==> src/rtl/f2i_pkg.sv <==
// Shared widths, the target-format encoding and the classified-operand
// record used by the float-to-integer converter.
package f2i_pkg;
    localparam int FP_W     = 64;
    localparam int EXP_W    = 11;
    localparam int FRAC_W   = 52;
    localparam int SIG_W    = FRAC_W + 1;
    localparam int INT_W    = 64;
    localparam int NARROW_W = 32;
    localparam int BIAS     = (1 << (EXP_W - 1)) - 1;

    typedef enum logic [1:0] {
        FMT_S32 = 2'd0,
        FMT_U32 = 2'd1,
        FMT_S64 = 2'd2,
        FMT_U64 = 2'd3
    } fmt_e;

    typedef struct packed {
        logic             sign;
        logic             is_nan;
        logic             is_snan;
        logic             is_inf;
        logic [EXP_W-1:0] exp;
        logic [SIG_W-1:0] sig;
    } fp_class_t;
endpackage

==> src/rtl/f2i_unpack.sv <==
// Splits a double into its fields and classifies it (NaN, signalling NaN,
// infinity). Assumes IEEE-754 binary64 layout; subnormals keep a zero
// hidden bit.
module f2i_unpack
    import f2i_pkg::*;
(
    input  logic [FP_W-1:0] operand,
    output fp_class_t       cls
);
    logic [EXP_W-1:0]  exp_f;
    logic [FRAC_W-1:0] frac_f;
    logic              exp_max;

    // Field extraction and special-value classification.
    always_comb begin
        exp_f       = operand[FP_W-2 -: EXP_W];
        frac_f      = operand[FRAC_W-1:0];
        exp_max     = &exp_f;
        cls.sign    = operand[FP_W-1];
        cls.is_nan  = exp_max && (frac_f != '0);
        cls.is_snan = exp_max && (frac_f != '0) && !frac_f[FRAC_W-1];
        cls.is_inf  = exp_max && (frac_f == '0);
        cls.exp     = exp_f;
        cls.sig     = {|exp_f, frac_f};
    end
endmodule

==> src/rtl/f2i_trunc.sv <==
// Truncates the magnitude of a finite double toward zero. Produces the
// integer magnitude modulo 2^INT_W and a flag for magnitude >= 2^INT_W.
// Assumes the caller handles NaN and infinity separately.
module f2i_trunc
    import f2i_pkg::*;
(
    input  fp_class_t        cls,
    output logic [INT_W-1:0] mag,
    output logic             mag_big
);
    localparam logic [EXP_W-1:0] BIAS_E = EXP_W'(BIAS);
    localparam logic [EXP_W-1:0] FRAC_E = EXP_W'(FRAC_W);
    localparam logic [EXP_W-1:0] WIDE_E = EXP_W'(FRAC_W + INT_W);
    localparam logic [EXP_W-1:0] INT_E  = EXP_W'(INT_W);

    logic [EXP_W-1:0] sh;
    logic [INT_W-1:0] sig_x;

    // Shift the significand so the binary point sits below bit 0.
    always_comb begin
        sh      = cls.exp - BIAS_E;
        sig_x   = INT_W'(cls.sig);
        mag     = '0;
        mag_big = 1'b0;
        if (cls.exp >= BIAS_E) begin
            mag_big = (sh >= INT_E);
            if (sh <= FRAC_E) begin
                mag = sig_x >> (FRAC_E - sh);
            end else if (sh < WIDE_E) begin
                mag = sig_x << (sh - FRAC_E);
            end
        end
    end
endmodule

==> src/rtl/f2i_select.sv <==
// Picks the final 64-bit integer from the truncated magnitude. It either
// clamps to the target range or wraps modulo 2^N, and raises the
// invalid-conversion flag. Assumes mag/mag_big come from f2i_trunc.
module f2i_select
    import f2i_pkg::*;
(
    input  fp_class_t        cls,
    input  logic [INT_W-1:0] mag,
    input  logic             mag_big,
    input  fmt_e             fmt,
    input  logic             wrap_mode,
    output logic [INT_W-1:0] res,
    output logic             cvi
);
    localparam logic [INT_W-1:0] ONE      = INT_W'(1);
    localparam logic [INT_W-1:0] N_UMAX   = (ONE << NARROW_W) - ONE;
    localparam logic [INT_W-1:0] N_SMAX   = (ONE << (NARROW_W - 1)) - ONE;
    localparam logic [INT_W-1:0] N_SNEG   = ONE << (NARROW_W - 1);
    localparam logic [INT_W-1:0] W_SMAX   = (ONE << (INT_W - 1)) - ONE;
    localparam logic [INT_W-1:0] W_SNEG   = ONE << (INT_W - 1);

    logic             narrow;
    logic             uns;
    logic [INT_W-1:0] pos_lim;
    logic [INT_W-1:0] neg_lim;
    logic [INT_W-1:0] min_val;
    logic [INT_W-1:0] signed_val;

    // Range limits for the selected format.
    always_comb begin
        narrow  = (fmt == FMT_S32) || (fmt == FMT_U32);
        uns     = (fmt == FMT_U32) || (fmt == FMT_U64);
        if (narrow) pos_lim = uns ? N_UMAX : N_SMAX;
        else        pos_lim = uns ? '1 : W_SMAX;
        if (uns)    neg_lim = '0;
        else        neg_lim = narrow ? N_SNEG : W_SNEG;
        min_val    = ~neg_lim + ONE;
        signed_val = cls.sign ? (~mag + ONE) : mag;
    end

    // Saturating or modular result selection.
    always_comb begin
        res = '0;
        cvi = 1'b0;
        if (wrap_mode) begin
            if (cls.is_nan || cls.is_inf) begin
                cvi = 1'b1;
            end else if (narrow) begin
                res = {{(INT_W-NARROW_W){1'b0}}, signed_val[NARROW_W-1:0]};
            end else begin
                res = signed_val;
            end
        end else if (cls.is_nan) begin
            res = min_val;
            cvi = 1'b1;
        end else if (cls.is_inf) begin
            res = cls.sign ? min_val : pos_lim;
            cvi = 1'b1;
        end else if (cls.sign) begin
            if (mag_big || (mag > neg_lim)) begin
                res = min_val;
                cvi = 1'b1;
            end else begin
                res = signed_val;
            end
        end else begin
            if (mag_big || (mag > pos_lim)) begin
                res = pos_lim;
                cvi = 1'b1;
            end else begin
                res = mag;
            end
        end
    end
endmodule

==> src/rtl/f2i_conv.sv <==
// Top of the float-to-integer converter. It registers the result and the
// flags one cycle after in_valid. The result register is updated only
// when no enabled invalid exception occurs. Assumes synchronous
// active-low reset.
module f2i_conv
    import f2i_pkg::*;
(
    input  logic             clk,
    input  logic             rst_n,
    input  logic             in_valid,
    input  logic [FP_W-1:0]  operand,
    input  logic [1:0]       fmt,
    input  logic             wrap_mode,
    input  logic             inv_en,
    output logic [INT_W-1:0] result,
    output logic             res_we,
    output logic             done,
    output logic             snan_flag,
    output logic             cvi_flag,
    output logic             trap,
    output logic             ovf_flag
);
    fp_class_t        cls;
    logic [INT_W-1:0] mag;
    logic             mag_big;
    logic [INT_W-1:0] res_d;
    logic             cvi_d;
    logic             trap_d;

    f2i_unpack u_unpack (
        .operand (operand),
        .cls     (cls)
    );

    f2i_trunc u_trunc (
        .cls     (cls),
        .mag     (mag),
        .mag_big (mag_big)
    );

    f2i_select u_select (
        .cls       (cls),
        .mag       (mag),
        .mag_big   (mag_big),
        .fmt       (fmt_e'(fmt)),
        .wrap_mode (wrap_mode),
        .res       (res_d),
        .cvi       (cvi_d)
    );

    // Exception trigger for the current operand.
    always_comb begin
        trap_d = inv_en && (cls.is_snan || cvi_d);
    end

    // Status register stage.
    always_ff @(posedge clk) begin
        if (!rst_n) begin
            done      <= 1'b0;
            snan_flag <= 1'b0;
            cvi_flag  <= 1'b0;
            trap      <= 1'b0;
        end else begin
            done      <= in_valid;
            snan_flag <= in_valid && cls.is_snan;
            cvi_flag  <= in_valid && cvi_d;
            trap      <= in_valid && trap_d;
        end
    end

    // Result register, written only when no exception is taken.
    always_ff @(posedge clk) begin
        if (!rst_n) begin
            result <= '0;
        end else if (in_valid && !trap_d) begin
            result <= res_d;
        end
    end

    // Write strobe and the always-clear overflow indication.
    always_comb begin
        res_we   = done && !trap;
        ovf_flag = 1'b0;
    end
endmodule

==> config.mk <==
export PLATFORM = sky130hd
export DESIGN_NAME = f2i_conv
export DESIGN_NICKNAME = d
export VERILOG_FILES = /design/src/rtl/f2i_pkg.sv /design/src/rtl/f2i_unpack.sv /design/src/rtl/f2i_trunc.sv /design/src/rtl/f2i_select.sv /design/src/rtl/f2i_conv.sv
export SDC_FILE = /design/constraint.sdc
export NUM_CORES = 1
export LEC_CHECK = 0
export BUFFER_PORTS_ARGS = -buffer_cell sky130_fd_sc_hd__buf_4
export CAP_MARGIN = 20
export CORE_UTILIZATION = 60
export DETAILED_ROUTE_END_ITERATION = 8
export HOLD_SLACK_MARGIN = 0.03
export PLACE_DENSITY = 0.87
export SYNTH_ARGS = -nofsm -noshare
export SYNTH_HDL_FRONTEND = slang
export SYNTH_HIERARCHICAL = 1
export SYNTH_SLANG_ARGS = --single-unit
==> constraint.sdc <==
create_clock -name clk -period 17.3 [get_ports clk]
set_clock_uncertainty 0.1 [all_clocks]
set_input_delay 0.865 -clock clk [delete_from_list [all_inputs] [get_ports clk]]
set_output_delay 0.865 -clock clk [all_outputs]
set_load 0.02 [all_outputs]
# Yosys cells after proc, flatten, opt, wreduce, memory -nomap -nowiden
# Cells that the tools add are included.
[word_totals]
register_bits = 68
output_inout_bits = 70
in_bits = 71
word_cells = 71
[classes]
add_sub_neg = 5
shift = 2
magnitude_cmp = 6
n_mux = 26
n_reduce_logical = 23
n_bitwise = 2
eq_ne = 2
[op_table]
columns = ["op", "n"]
rows = [
  ["$mux W64", 17],
  ["$add A64 B1 Y64 const B", 2],
  ["$gt A64 B64 Y1", 2],
  ["$not A64 Y64", 2],
  ["$shl A53 B11 Y64", 1],
  ["$shr A53 B11 Y64", 1],
  ["$logic_not A52 Y1", 1],
  ["$reduce_bool A52 Y1", 1],
  ["$mux W32", 1],
  ["$ge A11 B10 Y1 const B", 1],
  ["$ge A11 B7 Y1 const B", 1],
  ["$le A11 B6 Y1 const B", 1],
  ["$lt A11 B7 Y1 const B", 1],
  ["$reduce_and A11 Y1", 1],
  ["$reduce_or A11 Y1", 1],
  ["$sub A11 B10 Y11 const B", 1],
  ["$sub A11 B6 Y11 const B", 1],
  ["$sub A6 B11 Y11 const A", 1],
  ["$logic_and A1 B1 Y1", 9],
  ["$mux W1", 8],
  ["$logic_or A1 B1 Y1", 6],
  ["$logic_not A1 Y1", 3],
  ["$eq A2 B1 Y1 const B", 1],
  ["$eq A2 B2 Y1 const B", 1],
  ["$logic_not A2 Y1", 1],
]

# Logic depth before layout (Yosys ltp)
[logic_depth]
depth_word = 17
ltp_mapped = 31
depth_no_buf = 22

# Modules after synthesis
# The synthesis kept the hierarchy.
[modules_own_cells]
columns = ["mod", "n_inst", "cells_per_inst", "area_per_inst_um2"]
rows = [
  ["f2i_trunc", 1, 1185, 8800.9],
  ["f2i_select", 1, 744, 4664.5],
  ["f2i_conv", 1, 291, 2753.9],
  ["f2i_unpack", 1, 93, 685.7],
]

# Least setup slack after synthesis
# No wires, ideal clock.
[synth_path]
path_type = "input to register"
startpoint = "input port operand[52]"
endpoint = "register result[20]"
slack_ns = 10.345
t_arrival_ns = 6.783
required_ns = 17.128
stages = 31
path_cell_list = "buf_4 -> ha_1 -> buf_4 -> buf_6 -> xnor2_2 -> inv_1 -> buf_2 -> buf_2 -> buf_2 -> ha_1 -> a21oi_1 -> o31a_1 -> xor2_1 -> nand4bb_2 -> a31oi_2 -> buf_4 -> a21oi_1 -> a21oi_1 -> ha_1 -> nand4_1 -> inv_1 -> a221oi_1 -> o22ai_1 -> o21ai_1 -> clkbuf_1 -> o31ai_1 -> o21ai_1 -> and2_4 -> buf_12 -> buf_12 -> mux2i_1"
[synth_between]
elab_chain_len = 17
word_cells_on_any_way = 45
cone_classes = "add/sub: 4; order compare: 6; shift: 2; mux: 20; bitwise: 1; reduce/logical: 12"
[synth_lines]
columns = ["element", "line_no", "source"]
rows = [
  ["start: declaration", "f2i_conv.sv:11", "input logic [FP_W-1:0] operand,"],
  ["$sub A11 B10 Y11", "f2i_trunc.sv:21", "sh = cls.exp - BIAS_E;"],
  ["$sub A11 B6 Y11", "f2i_trunc.sv:30", "mag = sig_x << (sh - FRAC_E);"],
  ["$shl A53 B11 Y64", "f2i_trunc.sv:30", ""],
  ["$mux W64", "f2i_trunc.sv:29", "end else if (sh < WIDE_E) begin"],
  ["$mux W64", "f2i_trunc.sv:27", "if (sh <= FRAC_E) begin"],
  ["$mux W64 *", "f2i_trunc.sv:25", "if (cls.exp >= BIAS_E) begin"],
  ["net mag[41]", "f2i_conv.sv:24", "logic [INT_W-1:0] mag;"],
  ["$gt A64 B64 Y1, on equally long branches", "f2i_select.sv:67, f2i_select.sv:60", ""],
  ["[... 3 more ...]", "n/a", ""],
  ["$mux W1 *", "f2i_select.sv:56", "end else if (cls.is_inf) begin"],
  ["$mux W1 *", "f2i_select.sv:53", "end else if (cls.is_nan) begin"],
  ["$mux W1 *", "f2i_select.sv:45", "if (wrap_mode) begin"],
  ["net cvi_d", "f2i_conv.sv:27", "logic cvi_d;"],
  ["$logic_or A1 B1 Y1 *", "f2i_conv.sv:53", "trap_d = inv_en && (cls.is_snan || cvi_d);"],
  ["$logic_and A1 B1 Y1 *", "f2i_conv.sv:53", ""],
  ["$logic_not A1 Y1 *", "f2i_conv.sv:75", "end else if (in_valid && !trap_d) begin"],
  ["$logic_and A1 B1 Y1 *", "f2i_conv.sv:75", ""],
  ["end signal: assignment", "f2i_conv.sv:76", "result <= res_d;"],
  ["end: declaration", "f2i_conv.sv:15", "output logic [INT_W-1:0] result,"],
]
# Mark *: on every way through the listed nets, which the timed path passes. The rest lies on a longest branch.
# A chain may end at the register's enable or synchronous reset.

# Worst setup path after layout
[layout_path]
startpoint = "input port operand[52]"
endpoint = "register result[6]"
# The elaborated chain is that of the path after synthesis.

==> summary.md <==
| Metric | Value |
|---|---|
| CTS tree | built |
| Die area | 0.0289 mm² |
| Cell internal pwr | 538 µW |
| WHS Path Cells | 2 |
| # Post-CTS Setup Buffers | 0 |
| Post-route worst setup slack | 8190 ps |
| Complex-gate fraction of the synthesized area | 0.261 |
| Cell Pwr Density | 63.1 mW/mm² |
| Core Region | 0.0278 mm² |
| GRT Util Overall | 0.445 |
| Row cnt | 61 |
| Setup TNS | 0 ps |
| Fin. max-slew vios | 0 |
| Most common cell after layout, fill and taps aside | nand2_1 |
| Final WL | 66100 µm |
| Worst Tran Pin Value | 1150 ps |
| DRC | 0 |
| RD Place Congestion | 1.08 |
| Root Buffer | clkbuf_16 |
| First-pass GRT wire length | 99800 µm |
| Pre-CTS setup slack | 8060 ps |
| Sequential area share after synthesis | 0.0805 |
| R2r setup slk | 16480 ps |
| Vias post-DR | 19200 |
| Port-buffer cells | 139 |
| Hold Path Class | register to register |
| Max Clock Freq | 110 MHz |
| Hold EP | result[32] |
| Hold wc startpoint | result[32] |
| Later-pin clock latency in the skew report | 350 ps |
| Post-synth EDFFs | 0 |
| Vias in the first global route | 17000 |
| Multiplexer share of the synthesized area | 0.232 |
| Initial antenna violation count | 0 |
| Ranking of synthesized cells by area | mux4_2, mux2i_1, nand2_1, dfxtp_1, a21oi_1 |
| H-tree depth | 3 |
| Sw Ratio | 0.512 |
| DP HPWL | 49100 µm |
| Hold buffer count at cts | 0 |
| Synthesized cell area | 0.0169 mm² |
| Synthesized Nets | 2425 |
| Fin crit share | 0.527 |
| CTS buffer count | 9 |
| Synthesis-to-finish area growth | 3.51% |
| Logic pwr share | 0.669 |
| Syn_area_per_cell | 7.31 µm² |
| Initial Utilization | 0.608 |
| Outcome | finished, final reports clean |
| Clock network power share | 0.178 |
| FF-to-FF path depth | 2 |
| Worst setup path start | operand[52] |
| Top-Level Pins | 141 |
| Pre-Repair DR Iteration Count | 7 |
| Syn. warnings | 6 |
| Final setup violation count | 0 |
| Largest family of logic cells by synthesized area | compound AO/OA/AOI/OAI gates |
| Clock Tree Buf Depth | 2 |
| Post-Synthesis Cells | 2313 |
| Routed Antenna Nets | 0 |
| Top_reg_cell synth | dfxtp_1 |
| Post-synthesis xor/xnor area fraction | 0.0406 |
| FF+latch count, synth | 68 |
| Die X | 170 µm |
| Arrival time at the worst endpoint | 9280 ps |
| Final Cell Area | 0.0175 mm² |
| Layout cell share with drive strength beyond 1 | 0.169 |
| Clk sinks | 68 |
| Yosys cell types | 102 |
| Final Hold Viols | 0 |
| Critical R2R Capture | result[61] |
| Relative slew margins | 0.228 |
| Vert. Die Dim | 170 µm |
| Max FO, Critical Path | 92 |
| Area leader, netlist | mux4_2 |
| Synth top area share | 0.120 |
| Antenna cells | 0 |
| CTS-repair resized insts | 0 |
| Leak Pwr | 0.00689 µW |
| Post-DP Area | 0.0171 mm² |
| Commonest cells after routing, fill and taps aside | nand2_1, buf_4, a21oi_1, nor2_1, mux2i_1 |
| Largest net degree at the start of global routing | 132 |
| CP required | 17470 ps |
| Simple-gate share of the synthesized area | 0.255 |
| Sequential Power Share | 0.153 |
| Critical Path Sink Type | register |
| Max-cap check violation count | 0 |
| Placed Instances | 2589 |
| RSZ-0062 raised after global routing | false |
| GRT overflow | 0 |
| Clock transition at path regs | 60 ps |
| VDD IR max | 53.6 µV |
| Critical path class | input port to register |
| Final net count | 2338 |
| Reg2reg start | result[61] |
| Vias per cell | 7.37 |
| Post-synth ARST share | 0 |
| Wire length per cell | 25.3 µm |
| Sw power | 566 µW |
| CP Launch Type | input port |
| Fin crit period | 9110 ps |
| Starting DRC count in detailed routing | 3213 |
| Synth Area in Adders | 0.0303 |
| Post-route insts no fill | 2609 |
## synth_stat cells, types with 16 or more instances
| cell | count |
|---|---|
| a211oi_1 | 35 |
| a21o_1 | 22 |
| a21oi_1 | 168 |
| a31oi_1 | 31 |
| and2_1 | 33 |
| and3_1 | 16 |
| buf_2 | 64 |
| buf_4 | 85 |
| clkbuf_1 | 94 |
| dfxtp_1 | 68 |
| ha_1 | 41 |
| inv_1 | 23 |
| mux2_2 | 32 |
| mux2i_1 | 153 |
| mux4_2 | 90 |
| nand2_1 | 374 |
| nand2b_1 | 21 |
| nand3_1 | 50 |
| nand4_1 | 37 |
| nor2_1 | 167 |
| nor3_1 | 58 |
| nor4_1 | 30 |
| o211ai_1 | 31 |
| o21ai_0 | 150 |
| o22ai_1 | 32 |
| or3_1 | 24 |
| xnor2_1 | 38 |
| xor2_1 | 34 |
## state kept, by name (all words and copies together) (netlist names)
register,cells
trap,1
cvi_flag,1
done,1
result,64
snan_flag,1
## how the worst max path moves through the flow
stage,slack (ps),end,depth (start not counted)
finish,8190,result[6],24
global route,7650,result[0],24
CTS,8410,result[58],24
detailed placement,8060,result[58],24
global placement,8320,result[50],24
floorplan,10350,result[20],31
## power by group through the flow
stage	registers [µW]	logic (µW)	clock network (µW)
after floorplan	182	507	0
after global placement	172	691	0
after detailed placement	173	697	0
after CTS	169	700	198
after global routing	170	772	203
final	169	738	197
## metal layers
layer	GRT usage	part of all wire	vias to the layer above
met2	0.680	0.43	1513
met1	0.564	0.37	8935
li1	-	-	8478
met3	0.0765	0.11	311
met5	0	0	-
met4	0.328	0.088	0
## per-stage QoR
step                power, µW   util  hold WS (ps)
finish                   1100  0.630           357
global route             1150  0.630           374
CTS                      1070  0.628           358
detailed placement        870  0.617           349
global placement          864  0.617           342
floorplan                 689      -           432
## worst max-delay path: stages
cell	delay, ps
buf_6	590
ha_4	390
xnor2_4	130
buf_4	420
inv_2	80
ha_2	200
nand2_1	80
nor2_1	70
o2111a_1	270
buf_4	230
nor2_1	760
nand2_1	640
a211oi_1	1030
ha_1	230
nand4_1	170
nor4_1	590
nand4_1	170
nand2b_1	200
o21ai_2	80
buf_4	450
o31ai_1	140
o21ai_1	180
and2_4	890
mux2i_1	290
## area by class of cell
class                   count  area [µm²]
flip-flops and latches     68        1360
well taps                 378         473
multi-input cells        1947       13900
fillers                  2536       10300
clock inverters             7        82.6
inverters                  25        93.8
repair buffers            175        1350
clock buffers               9         225
## cells by family after synthesis
family / Yosys count
other cells: 1
buf+inv: 298
fa+ha+maj: 41
flops: 68
simple gates: 889
mux: 275
xor+xnor: 75
compound gates: 666
Note: power is estimated with default switching activity, not from simulation.
